File: config.mk
export PLATFORM = sky130hd
export DESIGN_NAME = stats_counter_bank
export DESIGN_NICKNAME = d
export VERILOG_FILES = /design/src/rtl/stats_pkg.sv /design/src/rtl/stats_event_decode.sv /design/src/rtl/stats_sat_counter.sv /design/src/rtl/stats_byte_counter.sv /design/src/rtl/stats_counter_bank.sv
export SDC_FILE = /design/constraint.sdc
export NUM_CORES = 2
export LEC_CHECK = 0
export BUFFER_PORTS_ARGS = -buffer_cell sky130_fd_sc_hd__buf_2
export CORE_MARGIN = 2
export CORE_UTILIZATION = 55
export CTS_CLUSTER_SIZE = 16
export DETAILED_ROUTE_END_ITERATION = 12
export PLACE_DENSITY = 0.72
export SYNTH_ARGS = -nofsm -noshare
export SYNTH_HDL_FRONTEND = slang
export SYNTH_HIERARCHICAL = 1
export SYNTH_SLANG_ARGS = --single-unit
export TNS_END_PERCENT = 30
File: constraint.sdc
create_clock -name clk -period 3.85 [get_ports clk]
set_clock_uncertainty 0.15 [all_clocks]
set_input_delay 0.1925 -clock clk [delete_from_list [all_inputs] [get_ports clk]]
set_output_delay 0.1925 -clock clk [all_outputs]
set_load 0.02 [all_outputs]
File: src/rtl/stats_pkg.sv
package stats_pkg;

  // flag bit positions in the event record
  localparam int FL_MCAST = 0;
  localparam int FL_BCAST = 1;
  localparam int FL_PAUSE = 2;
  localparam int FL_ERR   = 3;
  localparam int FL_SYM   = 4;
  localparam int FL_SHORT = 5;
  localparam int FL_JAB   = 6;
  localparam int FL_OVS   = 7;
  localparam int FLAG_W   = 8;

  localparam int BKT_N = 7;

  // frame counter indices
  localparam int IX_RX_FRAMES = 0;
  localparam int IX_RX_MCAST  = 1;
  localparam int IX_RX_BCAST  = 2;
  localparam int IX_RX_PAUSE  = 3;
  localparam int IX_RX_FCS    = 4;
  localparam int IX_RX_SYM    = 5;
  localparam int IX_RX_SHORT  = 6;
  localparam int IX_RX_JAB    = 7;
  localparam int IX_RX_OVS    = 8;
  localparam int IX_RX_BKT0   = 9;
  localparam int NUM_RX       = IX_RX_BKT0 + BKT_N;
  localparam int IX_TX_FRAMES = NUM_RX;
  localparam int IX_TX_MCAST  = NUM_RX + 1;
  localparam int IX_TX_BCAST  = NUM_RX + 2;
  localparam int IX_TX_PAUSE  = NUM_RX + 3;
  localparam int IX_TX_ERR    = NUM_RX + 4;
  localparam int IX_TX_BKT0   = NUM_RX + 5;
  localparam int NUM_FRM      = IX_TX_BKT0 + BKT_N;
  localparam int NUM_TX       = NUM_FRM - NUM_RX;

  // word address map
  localparam int A_RXB_LO  = 0;
  localparam int A_RXB_HI  = 1;
  localparam int A_TXB_LO  = 2;
  localparam int A_TXB_HI  = 3;
  localparam int A_FRM0    = 4;
  localparam int NUM_WORDS = A_FRM0 + NUM_FRM;

  // a length of 64 or more lands in exactly one bin
  function automatic logic len_binned(input logic [31:0] len);
    return len >= 32'd64;
  endfunction

  function automatic int len_bin(input logic [31:0] len);
    if (len <= 32'd64)        return 0;
    else if (len < 32'd128)   return 1;
    else if (len < 32'd256)   return 2;
    else if (len < 32'd512)   return 3;
    else if (len < 32'd1024)  return 4;
    else if (len < 32'd1519)  return 5;
    else                      return 6;
  endfunction

endpackage

File: src/rtl/stats_event_decode.sv
module stats_event_decode
  import stats_pkg::*;
#(
  parameter int LEN_W = 16
) (
  input  logic                ev_valid,
  input  logic                ev_tx,
  input  logic [LEN_W-1:0]    ev_len,
  input  logic [FLAG_W-1:0]   ev_flags,
  output logic [NUM_FRM-1:0]  inc_vec
);

  logic [31:0] len32;
  logic        binned;
  int          bin;

  assign len32  = 32'(ev_len);
  assign binned = len_binned(len32);
  assign bin    = len_bin(len32);

  always_comb begin
    inc_vec = '0;
    if (ev_valid) begin
      if (!ev_tx) begin
        inc_vec[IX_RX_FRAMES] = 1'b1;
        inc_vec[IX_RX_MCAST]  = ev_flags[FL_MCAST];
        inc_vec[IX_RX_BCAST]  = ev_flags[FL_BCAST];
        inc_vec[IX_RX_PAUSE]  = ev_flags[FL_PAUSE];
        inc_vec[IX_RX_FCS]    = ev_flags[FL_ERR];
        inc_vec[IX_RX_SYM]    = ev_flags[FL_SYM];
        inc_vec[IX_RX_SHORT]  = ev_flags[FL_SHORT];
        inc_vec[IX_RX_JAB]    = ev_flags[FL_JAB];
        inc_vec[IX_RX_OVS]    = ev_flags[FL_OVS];
        if (binned) inc_vec[IX_RX_BKT0 + bin] = 1'b1;
      end else begin
        inc_vec[IX_TX_FRAMES] = 1'b1;
        inc_vec[IX_TX_MCAST]  = ev_flags[FL_MCAST];
        inc_vec[IX_TX_BCAST]  = ev_flags[FL_BCAST];
        inc_vec[IX_TX_PAUSE]  = ev_flags[FL_PAUSE];
        inc_vec[IX_TX_ERR]    = ev_flags[FL_ERR];
        if (binned) inc_vec[IX_TX_BKT0 + bin] = 1'b1;
      end
    end
  end

endmodule

File: src/rtl/stats_sat_counter.sv
module stats_sat_counter #(
  parameter int W = 32
) (
  input  logic         clk,
  input  logic         rst_n,
  input  logic         glb_clr,
  input  logic         rd_clr,
  input  logic         inc,
  output logic [W-1:0] value
);

  localparam logic [W-1:0] MAXV = '1;

  function automatic logic [W-1:0] next_val(input logic [W-1:0] cur,
                                             input logic clr, input logic up);
    if (clr)                   return up ? W'(1) : '0;
    else if (up && cur != MAXV) return cur + W'(1);
    else                       return cur;
  endfunction

  always_ff @(posedge clk) begin
    if (!rst_n) value <= '0;
    else        value <= next_val(value, glb_clr | rd_clr, inc);
  end

endmodule

File: src/rtl/stats_byte_counter.sv
module stats_byte_counter #(
  parameter int LEN_W  = 16,
  parameter int BYTE_W = 45,
  parameter int LO_W   = 32
) (
  input  logic              clk,
  input  logic              rst_n,
  input  logic              glb_clr,
  input  logic              rd_lo,
  input  logic              add_en,
  input  logic [LEN_W-1:0]  add_len,
  output logic [LO_W-1:0]   lo_val,
  output logic [BYTE_W-LO_W-1:0] hi_hold
);

  localparam int HI_W = BYTE_W - LO_W;

  logic [BYTE_W-1:0] acc;

  function automatic logic [BYTE_W-1:0] sat_add(input logic [BYTE_W-1:0] a,
                                                 input logic [LEN_W-1:0] b);
    logic [BYTE_W:0] s;
    s = {1'b0, a} + (BYTE_W+1)'(b);
    return s[BYTE_W] ? '1 : s[BYTE_W-1:0];
  endfunction

  always_ff @(posedge clk) begin
    if (!rst_n) begin
      acc     <= '0;
      hi_hold <= '0;
    end else begin
      if (glb_clr || rd_lo) acc <= add_en ? BYTE_W'(add_len) : '0;
      else if (add_en)      acc <= sat_add(acc, add_len);
      if (glb_clr)          hi_hold <= '0;
      else if (rd_lo)       hi_hold <= acc[BYTE_W-1:LO_W];
    end
  end

  assign lo_val = acc[LO_W-1:0];

endmodule

File: src/rtl/stats_counter_bank.sv
module stats_counter_bank
  import stats_pkg::*;
#(
  parameter int LEN_W  = 16,
  parameter int CNT_W  = 32,
  parameter int BYTE_W = 45,
  parameter int LO_W   = 32,
  parameter int DATA_W = 32,
  parameter int ADDR_W = 5
) (
  input  logic              clk,
  input  logic              rst_n,
  input  logic              ev_valid,
  input  logic              ev_tx,
  input  logic [LEN_W-1:0]  ev_len,
  input  logic [7:0]        ev_flags,
  input  logic              clr_all,
  input  logic              rd_en,
  input  logic [ADDR_W-1:0] rd_addr,
  output logic [DATA_W-1:0] rd_data,
  output logic              rd_valid
);

  localparam int HI_W    = BYTE_W - LO_W;
  localparam int OVS_W   = CNT_W - 1;
  localparam int ADDR_N  = 2 ** ADDR_W;

  // named internal events
  logic [NUM_FRM-1:0] inc_vec;
  logic [NUM_FRM-1:0] rd_clr_vec;
  logic               rd_rxb_lo, rd_txb_lo;
  logic               ev_rx, ev_txd;
  logic [LO_W-1:0]    rxb_lo, txb_lo;
  logic [HI_W-1:0]    rxb_hi_hold, txb_hi_hold;
  logic [OVS_W-1:0]   ovs_cnt;
  logic               ovs_hit;
  logic               ovs_flag;
  logic [CNT_W-1:0]   rx_frames_cnt;
  logic               frm_any_nz;

  logic [DATA_W-1:0]  frm_word [NUM_FRM];
  logic [DATA_W-1:0]  word_arr [ADDR_N];

  stats_event_decode #(.LEN_W(LEN_W)) dec_i (
    .ev_valid (ev_valid),
    .ev_tx    (ev_tx),
    .ev_len   (ev_len),
    .ev_flags (ev_flags),
    .inc_vec  (inc_vec)
  );

  assign ev_rx     = ev_valid && !ev_tx;
  assign ev_txd    = ev_valid &&  ev_tx;
  assign rd_rxb_lo = rd_en && (rd_addr == ADDR_W'(A_RXB_LO));
  assign rd_txb_lo = rd_en && (rd_addr == ADDR_W'(A_TXB_LO));

  stats_byte_counter #(.LEN_W(LEN_W), .BYTE_W(BYTE_W), .LO_W(LO_W)) rxb_i (
    .clk     (clk),
    .rst_n   (rst_n),
    .glb_clr (clr_all),
    .rd_lo   (rd_rxb_lo),
    .add_en  (ev_rx),
    .add_len (ev_len),
    .lo_val  (rxb_lo),
    .hi_hold (rxb_hi_hold)
  );

  stats_byte_counter #(.LEN_W(LEN_W), .BYTE_W(BYTE_W), .LO_W(LO_W)) txb_i (
    .clk     (clk),
    .rst_n   (rst_n),
    .glb_clr (clr_all),
    .rd_lo   (rd_txb_lo),
    .add_en  (ev_txd),
    .add_len (ev_len),
    .lo_val  (txb_lo),
    .hi_hold (txb_hi_hold)
  );

  for (genvar i = 0; i < NUM_FRM; i++) begin : g_frm
    assign rd_clr_vec[i] = rd_en && (rd_addr == ADDR_W'(A_FRM0 + i));
    if (i == IX_RX_OVS) begin : g_ovs
      stats_sat_counter #(.W(OVS_W)) cnt_i (
        .clk     (clk),
        .rst_n   (rst_n),
        .glb_clr (clr_all),
        .rd_clr  (rd_clr_vec[i]),
        .inc     (inc_vec[i]),
        .value   (ovs_cnt)
      );
      always_comb begin
        frm_word[i]           = '0;
        frm_word[i][OVS_W-1:0] = ovs_cnt;
        frm_word[i][DATA_W-1] = ovs_flag;
      end
    end else begin : g_std
      logic [CNT_W-1:0] val;
      stats_sat_counter #(.W(CNT_W)) cnt_i (
        .clk     (clk),
        .rst_n   (rst_n),
        .glb_clr (clr_all),
        .rd_clr  (rd_clr_vec[i]),
        .inc     (inc_vec[i]),
        .value   (val)
      );
      assign frm_word[i] = DATA_W'(val);
    end
    assign word_arr[A_FRM0 + i] = frm_word[i];
  end

  for (genvar j = NUM_WORDS; j < ADDR_N; j++) begin : g_pad
    assign word_arr[j] = '0;
  end

  assign word_arr[A_RXB_LO] = DATA_W'(rxb_lo);
  assign word_arr[A_RXB_HI] = DATA_W'(rxb_hi_hold);
  assign word_arr[A_TXB_LO] = DATA_W'(txb_lo);
  assign word_arr[A_TXB_HI] = DATA_W'(txb_hi_hold);

  // oversize overflow flag: an event that meets a full count
  assign ovs_hit = inc_vec[IX_RX_OVS] && !clr_all && !rd_clr_vec[IX_RX_OVS]
                   && (ovs_cnt == '1);

  always_ff @(posedge clk) begin
    if (!rst_n)                               ovs_flag <= 1'b0;
    else if (clr_all || rd_clr_vec[IX_RX_OVS]) ovs_flag <= 1'b0;
    else if (ovs_hit)                         ovs_flag <= 1'b1;
  end

  assign rx_frames_cnt = frm_word[IX_RX_FRAMES][CNT_W-1:0];

  always_comb begin
    frm_any_nz = 1'b0;
    for (int k = 0; k < NUM_FRM; k++) frm_any_nz = frm_any_nz | (|frm_word[k]);
  end

  always_ff @(posedge clk) begin
    if (!rst_n) begin
      rd_data  <= '0;
      rd_valid <= 1'b0;
    end else begin
      rd_valid <= rd_en;
      if (rd_en) rd_data <= word_arr[rd_addr];
    end
  end

endmodule

==> out/metrics.csv <==
metric,value,unit
ys_seq_area_frac,0.325,
htreeDepth,3,
dpl_cell_area,65900,µm²
std_cell_rows,125,
gp_congestion,1.02,
dp_hpwl,164000,µm
synth_top_area_frac,0.325,
crit_path_start,ev_len[11],
path_max_fanout,4,
ant_nets,0,
hold_violations,0,
dieWidth,346,µm
die_h,346,µm
p_total,24.5,mW
synth-compound-area-share,0.175,
antenna_found_initial,6,
cts_made_buffers,118,
holdCritStartpoint,rd_addr[4],
wl_per_cell,24.5,µm
syn_area_per_cell,8.82,µm²
drtIter0Drc,8182,
grt_overflow,0,
vias,61900,
viasPerCell,6.94,
grt_pass1_wl,332000,µm
finalWorstSetupSlack,85.1,ps
status,"complete, no violations",
muxShareOfSynthArea,0.112,
synthXorXnorAreaFrac,0.0297,
dp_slack,-215,ps
drive_gt1_frac,0.144,
grt_start_max_net_pins,76,
synth_top_family_by_area,simple AND/OR/NAND/NOR gates,
tightest_slew,1230,ps
synthSimpleGateAreaFrac,0.300,
clk-insertion-delay-late,750,ps
ys_top_cells_by_area,"dfxtp_1, mux4_2, a21oi_1",
crit_end,g_frm[13].g_std.cnt_i/value[23],
grt_pass1_vias,55600,
synth_warnings,6,
max-cap-violations,0,
grtUsageTotal,0.351,
syn_area,64300,µm²
fin_area,70400,µm²
p_per_area,347,nW/µm²
layout_common_cells,"dfxtp_1, nand2_1, a21oi_1",
min_period_over_period,0.978,
syn_to_final_growth,9.46,%
synth.ff_latch_count,1045,
setup_viol,0,
final.min_clock_period,3760,ps
max_freq,266,MHz
path_clk_slew,60,ps
routed_wl,219000,µm
timing.rr.end,txb_i/acc[1],
cts_buffer_depth,3,
cp.required,4310,ps
yosys_most_used_dff,dfxtp_1,
dpl.cell_count,8666,
synth.largest_area_cell,dfxtp_1,
hold_path.class,input port to flip-flop,
synth-edff-count,0,
peakVddDrop,0.384,mV
start_kind,input port,
slew_headroom,0.177,
core,116000,µm²
drv_slew,0,
drc,0,
die_area,120000,µm²
first_pass_iters,8,
worst_setup_path_end_kind,flip-flop,
final_common_cell,dfxtp_1,
cts-root-buf,clkbuf_16,
reg2reg_depth,9,
cts_tree,done,
portBuffers,67,
nNetsFinal,7385,
instances_no_fill,8916,
critical_path_class,input port to flip-flop,
ys_types,97,
utilization,0.607,
start_util,0.554,
r2r-start,txb_i/acc[6],
syn_nets,7397,
worst-r2r-setup-slack,400,ps
synthCells,7297,
fill_cells,10200,
synth_fa_ha_area_frac,0.0129,
leakagePower,24.0,nW
boundaryPins,68,
arrival,4220,ps
clock_sinks,1045,
async_flop_share,0,
power breakdown:
group,internal [mW],switching (mW)
logic,0.462,1.03
clock network,7.15,4.90
registers,10.9,0.0669
final cells by class:
cell class                 instances  area (µm²)  area share
sequential                      1045       20900       0.297
antenna                            9        22.5    0.000320
clock buffer                     171        3530      0.0502
tap                             1524        1910      0.0271
inverter                          80         300     0.00426
timing repair buffer             329        2540      0.0361
clock inverter                    47         614     0.00872
multi-input combinational       5711       40600       0.576
per-layer routing:
layer / up-vias / global-route usage / part of all wire
li1: 28100 / - / -
met2: 3210 / 0.518 / 0.42
met4: 2 / 0.183 / 0.058
met3: 517 / 0.0758 / 0.11
met1: 30100 / 0.483 / 0.40
met5: - / 0 / 0.000059
repair_timing:
action	4_1_cts	5_1_grt
endpoints found under the hold margin	70	0
resized for setup	0	13
hold buffers	23	0
setup buffers	0	0
setup endpoints to repair	0	86
cell families after synthesis:
group           count (synthesis)
fa+ha+maj                      65
simple gates                 3186
mux                           458
buf+inv                       541
flops                        1045
compound gates               1784
xor+xnor                      218
critical path: stages:
cell,delay [ps]
dlygate4sd3_1,530
buf_2,150
nor4_4,240
buf_4,210
nand2_2,90
or3_2,470
ha_4,310
buf_4,130
nand3b_1,280
buf_6,260
nor2_2,170
and3_1,180
nand3_1,100
buf_4,170
buf_4,120
nor3_1,180
buf_4,170
nand4_1,120
mux2i_1,150
state kept, by name (all words and copies together) (netlist names):
name / cells
rd_valid: 1
ovs_flag: 1
txb_i/acc: 45
rd_data: 32
rxb_i/hi_hold: 13
g_frm.g_std.cnt_i/value: 864
g_frm.g_ovs.cnt_i/value: 31
txb_i/hi_hold: 13
rxb_i/acc: 45
per-stage QoR:
step / hold slack (ps) / setup TNS [ps]
2_1_floorplan: 119 / 0
3_3_place_gp: 319 / -1520
3_5_place_dp: 333 / -3770
4_1_cts: 15.2 / 0
5_1_grt: 56.3 / -42.8
6_report: 74.9 / 0
synth_stat cells (56+ instances only):
library cell and count:
nand2b_1 118, ha_1 63, buf_4 75, dfxtp_1 1045
mux2i_1 231, and4_1 176, inv_1 80, buf_2 115
mux4_2 207, buf_6 64, nor3_1 74, a21oi_1 625
clkbuf_1 167, nand2_1 680, o31ai_1 204, or3_1 258
nand4_2 56, xor2_1 92, nand3_1 370, and2_1 117
o21ai_0 284, a211oi_1 70, and3_1 202, or4_1 229
nor2_1 402, xnor2_1 126, nand4_1 229, o211ai_1 87
o21ai_1 149
how the worst min path moves through the flow:
stage | endpoint | slack, ps | cells after the start
floorplan | ovs_flag | 120 | 1
global placement | g_frm[9].g_std.cnt_i/value[28] | 320 | 2
detailed placement | g_frm[4].g_std.cnt_i/value[28] | 330 | 2
CTS | rd_data[1] | 20 | 4
global route | rxb_i/acc[10] | 60 | 6
finish | rd_data[1] | 70 | 4
Note: power is estimated with default switching activity, not from simulation.
